===== src/rtl/i3cd_pkg.sv =====
package i3cd_pkg;
  localparam logic [7:0] CCC_RSTDAA   = 8'h06;
  localparam logic [7:0] CCC_ENTDAA   = 8'h07;
  localparam logic [7:0] CCC_ENTTM    = 8'h0B;
  localparam logic [7:0] CCC_SETAASA  = 8'h29;
  localparam logic [7:0] CCC_SETDASA  = 8'h87;
  localparam logic [7:0] CCC_SETNEWDA = 8'h88;
  localparam logic [7:0] CCC_GETPID   = 8'h8D;
  localparam logic [7:0] CCC_GETBCR   = 8'h8E;
  localparam logic [7:0] CCC_GETDCR   = 8'h8F;
  localparam logic [47:0] TEST_ID     = 48'h0000554D4551;
endpackage


===== src/rtl/i3cd_addr_match.sv =====
module i3cd_addr_match #(
  parameter int ADDR_W = 7
) (
  input  logic [ADDR_W-1:0] dyn_addr,
  input  logic [ADDR_W-1:0] static_addr,
  input  logic [ADDR_W-1:0] start_addr,
  input  logic              start_bcast,
  input  logic              bus_daa,
  output logic              hit
);
  logic [ADDR_W-1:0] eff_addr;
  logic              dyn_zero;

  always_comb begin
    dyn_zero = (dyn_addr == '0);
    eff_addr = dyn_zero ? static_addr : dyn_addr;
    if (bus_daa) begin
      hit = start_bcast && dyn_zero;
    end else begin
      hit = start_bcast || (start_addr == eff_addr);
    end
  end
endmodule


===== src/rtl/i3cd_ccc_ctrl.sv =====
module i3cd_ccc_ctrl
  import i3cd_pkg::*;
#(
  parameter int ADDR_W   = 7,
  parameter int ID_BYTES = 6,
  parameter int OFS_W    = 4
) (
  input  logic              clk,
  input  logic              rst_n,
  input  logic              start_vld,
  input  logic              start_bcast,
  input  logic              bus_daa,
  input  logic              hit,
  input  logic              stop,
  input  logic              wr_vld,
  input  logic [7:0]        wr_data,
  input  logic              rd_req,
  input  logic [ADDR_W-1:0] static_addr,
  output logic              sel_q,
  output logic              act_q,
  output logic [7:0]        code_q,
  output logic [OFS_W-1:0]  ofs_q,
  output logic [ADDR_W-1:0] dyn_q,
  output logic              tm_q,
  output logic              ack_vld_q,
  output logic              ack_q
);
  localparam logic [OFS_W-1:0] DAA_LEN = OFS_W'(ID_BYTES + 2);
  localparam logic [OFS_W-1:0] ID_LEN  = OFS_W'(ID_BYTES);

  logic              sel_n, act_n, tm_n, bfr_n, bfr_q, ack_vld_n, ack_n;
  logic [7:0]        code_n;
  logic [OFS_W-1:0]  ofs_n;
  logic [ADDR_W-1:0] dyn_n;
  logic              upd_en;

  assign upd_en = stop | start_vld | wr_vld | rd_req | ack_vld_q;

  always_comb begin
    sel_n     = sel_q;
    bfr_n     = bfr_q;
    act_n     = act_q;
    code_n    = code_q;
    ofs_n     = ofs_q;
    dyn_n     = dyn_q;
    tm_n      = tm_q;
    ack_vld_n = 1'b0;
    ack_n     = 1'b0;
    if (stop) begin
      sel_n  = 1'b0;
      bfr_n  = 1'b0;
      act_n  = 1'b0;
      code_n = '0;
      ofs_n  = '0;
    end else if (start_vld) begin
      ack_vld_n = 1'b1;
      ack_n     = hit;
      sel_n     = hit;
      bfr_n     = start_bcast;
      if (start_bcast && !bus_daa) begin
        act_n  = 1'b0;
        code_n = '0;
        ofs_n  = '0;
      end
    end else if (wr_vld && sel_q) begin
      if (!act_q) begin
        if (bfr_q) begin
          act_n  = 1'b1;
          code_n = wr_data;
          ofs_n  = '0;
          case (wr_data)
            CCC_SETAASA, CCC_SETDASA: dyn_n = static_addr;
            CCC_RSTDAA:               dyn_n = '0;
            default: ;
          endcase
        end
      end else begin
        case (code_q)
          CCC_ENTDAA: begin
            if (ofs_q == DAA_LEN) begin
              dyn_n  = wr_data[ADDR_W-1:0];
              act_n  = 1'b0;
              code_n = '0;
              ofs_n  = '0;
            end
          end
          CCC_SETNEWDA: dyn_n = wr_data[ADDR_W-1:0];
          CCC_ENTTM:    tm_n  = |wr_data;
          default: ;
        endcase
      end
    end else if (rd_req && sel_q && act_q) begin
      if ((code_q == CCC_ENTDAA && ofs_q < DAA_LEN) ||
          (code_q == CCC_GETPID && ofs_q < ID_LEN)) begin
        ofs_n = ofs_q + 1'b1;
      end
    end
  end

  always_ff @(posedge clk or negedge rst_n) begin
    if (!rst_n) begin
      sel_q     <= 1'b0;
      bfr_q     <= 1'b0;
      act_q     <= 1'b0;
      code_q    <= '0;
      ofs_q     <= '0;
      dyn_q     <= '0;
      tm_q      <= 1'b0;
      ack_vld_q <= 1'b0;
      ack_q     <= 1'b0;
    end else if (upd_en) begin
      sel_q     <= sel_n;
      bfr_q     <= bfr_n;
      act_q     <= act_n;
      code_q    <= code_n;
      ofs_q     <= ofs_n;
      dyn_q     <= dyn_n;
      tm_q      <= tm_n;
      ack_vld_q <= ack_vld_n;
      ack_q     <= ack_n;
    end
  end
endmodule


===== src/rtl/i3cd_rd_mux.sv =====
module i3cd_rd_mux
  import i3cd_pkg::*;
#(
  parameter int ID_BYTES = 6,
  parameter int OFS_W    = 4
) (
  input  logic                  clk,
  input  logic                  rst_n,
  input  logic                  rd_req,
  input  logic                  sel,
  input  logic                  act,
  input  logic [7:0]            code,
  input  logic [OFS_W-1:0]      ofs,
  input  logic                  tm,
  input  logic [8*ID_BYTES-1:0] id_cfg,
  input  logic [7:0]            bcr,
  input  logic [7:0]            dcr,
  output logic                  rd_vld_q,
  output logic [7:0]            rd_data_q
);
  localparam int ID_W = 8 * ID_BYTES;

  logic [ID_W-1:0] daa_id;
  logic [7:0]      daa_byte [ID_BYTES];
  logic [7:0]      pid_byte [ID_BYTES];
  logic [7:0]      daa_pick, pid_pick, byte_n;
  logic            in_id;

  assign daa_id = tm ? ID_W'(TEST_ID) : id_cfg;

  for (genvar g = 0; g < ID_BYTES; g++) begin : g_bytes
    assign daa_byte[g] = daa_id[8*g +: 8];
    assign pid_byte[g] = id_cfg[8*g +: 8];
  end

  always_comb begin
    daa_pick = 8'hFF;
    pid_pick = 8'hFF;
    in_id    = (ofs < OFS_W'(ID_BYTES));
    for (int i = 0; i < ID_BYTES; i++) begin
      if (ofs == OFS_W'(i)) begin
        daa_pick = daa_byte[i];
        pid_pick = pid_byte[i];
      end
    end
    byte_n = 8'hFF;
    if (sel && act) begin
      case (code)
        CCC_ENTDAA: begin
          if (in_id)                              byte_n = daa_pick;
          else if (ofs == OFS_W'(ID_BYTES))       byte_n = bcr;
          else if (ofs == OFS_W'(ID_BYTES + 1))   byte_n = dcr;
        end
        CCC_GETPID: if (in_id) byte_n = pid_pick;
        CCC_GETBCR: byte_n = bcr;
        CCC_GETDCR: byte_n = dcr;
        default: ;
      endcase
    end
  end

  always_ff @(posedge clk or negedge rst_n) begin
    if (!rst_n) begin
      rd_vld_q  <= 1'b0;
      rd_data_q <= 8'hFF;
    end else begin
      rd_vld_q <= rd_req;
      if (rd_req) begin
        rd_data_q <= byte_n;
      end
    end
  end
endmodule


===== src/rtl/i3c_daa_engine.sv =====
module i3c_daa_engine #(
  parameter int ADDR_W   = 7,
  parameter int ID_BYTES = 6
) (
  input  logic                  clk,
  input  logic                  rst_n,
  input  logic                  start_vld,
  input  logic [ADDR_W-1:0]     start_addr,
  input  logic                  start_bcast,
  input  logic                  bus_daa,
  input  logic                  stop,
  input  logic                  wr_vld,
  input  logic [7:0]            wr_data,
  input  logic                  rd_req,
  input  logic [8*ID_BYTES-1:0] cfg_id,
  input  logic [7:0]            cfg_bcr,
  input  logic [7:0]            cfg_dcr,
  input  logic [ADDR_W-1:0]     cfg_static,
  output logic                  ack_vld,
  output logic                  ack,
  output logic                  rd_vld,
  output logic [7:0]            rd_data,
  output logic [ADDR_W-1:0]     dyn_addr
);
  localparam int OFS_W = $clog2(ID_BYTES + 3);

  logic              hit, sel, act, tm;
  logic [7:0]        code;
  logic [OFS_W-1:0]  ofs;
  logic [ADDR_W-1:0] dyn;

  assign dyn_addr = dyn;

  i3cd_addr_match #(.ADDR_W(ADDR_W)) u_match (
    .dyn_addr(dyn), .static_addr(cfg_static), .start_addr(start_addr),
    .start_bcast(start_bcast), .bus_daa(bus_daa), .hit(hit)
  );

  i3cd_ccc_ctrl #(.ADDR_W(ADDR_W), .ID_BYTES(ID_BYTES), .OFS_W(OFS_W)) u_ctrl (
    .clk(clk), .rst_n(rst_n), .start_vld(start_vld), .start_bcast(start_bcast),
    .bus_daa(bus_daa), .hit(hit), .stop(stop), .wr_vld(wr_vld),
    .wr_data(wr_data), .rd_req(rd_req), .static_addr(cfg_static),
    .sel_q(sel), .act_q(act), .code_q(code), .ofs_q(ofs), .dyn_q(dyn),
    .tm_q(tm), .ack_vld_q(ack_vld), .ack_q(ack)
  );

  i3cd_rd_mux #(.ID_BYTES(ID_BYTES), .OFS_W(OFS_W)) u_rd (
    .clk(clk), .rst_n(rst_n), .rd_req(rd_req), .sel(sel), .act(act),
    .code(code), .ofs(ofs), .tm(tm), .id_cfg(cfg_id), .bcr(cfg_bcr),
    .dcr(cfg_dcr), .rd_vld_q(rd_vld), .rd_data_q(rd_data)
  );
endmodule


===== config.mk =====
export PLATFORM = sky130hd
export DESIGN_NAME = i3c_daa_engine
export DESIGN_NICKNAME = d
export VERILOG_FILES = /design/src/rtl/i3cd_pkg.sv /design/src/rtl/i3cd_addr_match.sv /design/src/rtl/i3cd_ccc_ctrl.sv /design/src/rtl/i3cd_rd_mux.sv /design/src/rtl/i3c_daa_engine.sv
export SDC_FILE = /design/constraint.sdc
export NUM_CORES = 1
export LEC_CHECK = 0
export ABC_AREA = 1
export CAP_MARGIN = 20
export CORE_ASPECT_RATIO = 1.1
export CORE_MARGIN = 3
export CORE_UTILIZATION = 45
export DETAILED_ROUTE_END_ITERATION = 8
export DONT_BUFFER_PORTS = 1
export GPL_ROUTABILITY_DRIVEN = 0
export GPL_TIMING_DRIVEN = 1
export SLEW_MARGIN = 20
export SYNTH_ARGS = -nofsm -noshare
export SYNTH_HDL_FRONTEND = slang
export SYNTH_HIERARCHICAL = 1
export SYNTH_SLANG_ARGS = --single-unit

===== constraint.sdc =====
create_clock -name clk -period 1.8 [get_ports clk]
set_input_delay 0.09 -clock clk [delete_from_list [all_inputs] [get_ports clk]]
set_output_delay 0.09 -clock clk [all_outputs]
set_load 0.05 [all_outputs]

==> results.yml <==
critical_path:
  slowest_stage: "dfrtp_1"
  end_kind: "flip-flop"
  critPathMostFrequentCell: "nand2_1"
  cpPeakStageDelay_ns: 0.39
  critPathRequiredTime_ns: 2.03
  r2r-start: "u_ctrl/ofs_q[3]"
  path_class: "flip-flop to flip-flop"
  crit_arrival_ns: 1.90
  critPathLaunch: "u_ctrl/ofs_q[3]"
  regToRegSetupSlack_ns: 0.14
  crit_chain: "buf_4, nor2_2, nand2_1, o22ai_1, nor2_1, nand4_1, nand3_1, nand2_1, inv_1"
  critPathMaxFanout: 9
  critical-path-top-delay-family: "simple AND/OR/NAND/NOR gates"
  path_buf_inv: 2
  cp-start-kind: "flip-flop"
die:
  num_rows: 34
  die-area_um2: 9630
  core-area_um2: 8080
  start_util_pct: 47.2
  io_pins: 112
  fp.dieH_um: 103
  die_x_um: 93.8
yosys:
  synth_cell_types: 39
  synth.area.mux_share_pct: 0
  async_flop_share_pct: 100
  synth-simple-area-share_pct: 57.0
  synth_flop_cell: "dfrtp_1"
  synth-xor-area-share_pct: 0.229
  syn_area_um2: 3820
  yosys_register_bits: 34
  synth-edff-count: 0
  synth-adder-area-share_pct: 0.656
  synth_compound_area_share_pct: 8.46
  synth_top_family_by_area: "simple AND/OR/NAND/NOR gates"
  seq_area_frac_synth_pct: 22.5
  synth_nets: 743
  synth_warnings: 6
  synthCells: 647
  syn_avg_cell_area_um2: 5.90
clock_tree:
  cts_tree: "done"
  cts_buffer_depth: 2
  clk_pin_slew_worst_paths_ns: 0.08
  numCtsBuffers: 5
  cts_root_buf: "clkbuf_8"
  cts_max_level: 2
  worstSkewPairLatency_ns: 0.29
  clock-sinks: 34
timing:
  hold_viol: 0
  clock_skew_ns: 0.00982
  min_period_over_period_pct: 92.5
  worstMarginPinSlew_ns: 0.533
  drv_slew: 0
  max_freq_mhz: 601
  period_needed_ns: 1.66
  hold_ws_ns: 0.0120
  slew_headroom_pct: 64.1
  tns_ns: 0
  grt_setup_unrepaired: "no"
  setup_viol: 0
global_route:
  antenna_found_initial: 0
  grt_start_max_net_pins: 35
  grt_pass1_vias: 4124
  grt_usage_pct: 23.9
  grt_pass1_wl_um: 18600
  grt_remaining_overflow: 0
route:
  ant_nets: 0
  num_vias: 4183
  drtIter0Drc: 155
  dr.pass1.iters: 5
  avgViaCountPerCell: 5.24
  drc_errors: 0
  wl_um: 11700
  wl_per_cell_um: 14.7
layout:
  antenna_cells: 0
  nets: 785
  drive_gt1_share_pct: 19.3
  fin_area_um2: 4480
  syn_to_final_growth_pct: 17.3
  layout_common_cells: "241 x nand2_1, 76 x nand3_1, 74 x inv_1, 51 x nor2_1, 28 x buf_4"
  layout_commonest_cell: "nand2_1"
  finalCoreUtilization_pct: 55.4
power:
  power.leakage_nw: 2.30
  finalPower_mw: 2.65
  ir_drop_mv: 0.428
  power.density_nw_per_um2: 591
place:
  io_buffers: 0
  detailed_place.area_um2: 4120
  dpl.hpwl_um: 9260
min_path:
  hp-class: "input pin to flip-flop"
  min_from: "rd_req"
outcome:
  outcome: "finished clean"
flow_run:
  maxCapViolations: 0
==> stage by stage <==
step / worst slack (ns) / cells
finish: 0.135 / 798
global route: 0.000794 / 798
CTS: 0.0616 / 796
detailed placement: -0.00666 / 772
global placement: -0.00223 / 772
floorplan: 0.152 / 647
==> worst min-delay path, delay by kind of cell <==
family / cells / cell delay (ns)
AND/OR/NAND/NOR: 2 / 0.13
buffers and inverters: 1 / 0.04
==> path summary, 6_finish.rpt <==
kind | cells past startpoint | end
setup / recovery | 9 | u_rd/rd_data_q[5]
hold / removal | 3 | u_rd/rd_data_q[1]
setup reg to reg | 9 | u_rd/rd_data_q[5]
hold reg to reg | 2 | u_ctrl/code_q[4]
max in group asynchronous | 2 | u_rd/rd_data_q[1]
min in group asynchronous | 2 | u_ctrl/sel_q
==> logic make-up after synthesis <==
family	count (synthesis)
compound gates	53
buf+inv	103
fa+ha+maj	2
flops	34
xor+xnor	1
simple gates	454
==> metal layers <==
| metal | wire length [um] | GRT usage [%] | vias to the layer above | share of wire [%] |
|---|---|---|---|---|
| met5 | 0 | 0 | - | 0 |
| met2 | 6140 | 45.2 | 125 | 52 |
| met3 | 815 | 5.55 | 17 | 6.9 |
| met4 | 263 | 7.67 | 0 | 2.2 |
| li1 | - | - | 2149 | - |
| met1 | 4510 | 26.4 | 1892 | 38 |
==> Yosys cell counts, types with 4 or more instances <==
cell type	number	share of area (%)
nand2_1	242	24
or2_2	8	1.3
nor2_4	9	2.7
nand2_4	4	1.2
inv_2	15	1.5
o22ai_1	11	1.8
nand3_2	5	1.3
dfrtp_1	26	17
nand3_1	76	10
nor3_1	15	2.0
a21oi_1	7	0.92
o21ai_1	4	0.52
o21ai_2	8	1.8
nand3b_1	5	0.98
nor2_1	52	5.1
nor2_2	6	0.98
nand2_2	11	1.8
o21ai_0	17	2.2
inv_1	75	7.4
dfstp_2	8	5.5
clkbuf_1	4	0.39
nand4_1	9	1.5
==> final cells by class <==
type | instances | area (um2)
repair buffers | 46 | 420
fillers | 826 | 3600
multi-input cells | 511 | 2570
inverters | 91 | 347
clock buffers | 5 | 68.8
well taps | 108 | 135
flip-flops and latches | 34 | 866
clock inverters | 3 | 68.8
==> sequential cells by signal, indices dropped and copies added (netlist names) <==
name,count
u_ctrl/code_q,8
u_rd/rd_data_q,8
u_ctrl/dyn_q,7
u_ctrl/ofs_q,4
u_ctrl/ack_q,1
u_ctrl/ack_vld_q,1
u_ctrl/act_q,1
u_ctrl/bfr_q,1
u_ctrl/sel_q,1
u_ctrl/tm_q,1
u_rd/rd_vld_q,1
==> timing repair <==
action                                 4_1_cts  5_1_grt
buffers inserted                             0        1
setup endpoints to repair                    1       17
gates resized for setup                      1       14
cloned                                       0        1
hold buffers                                16        0
endpoints found under the hold margin       53        0
==> where the power goes <==
part	switching [mW]	leakage, nW	total [mW]	internal [mW]
clock network	0.289	0.0683	0.844	0.555
logic	0.593	1.81	0.936	0.343
registers	0.0626	0.430	0.868	0.806
Note: power is estimated with default switching activity, not from simulation.
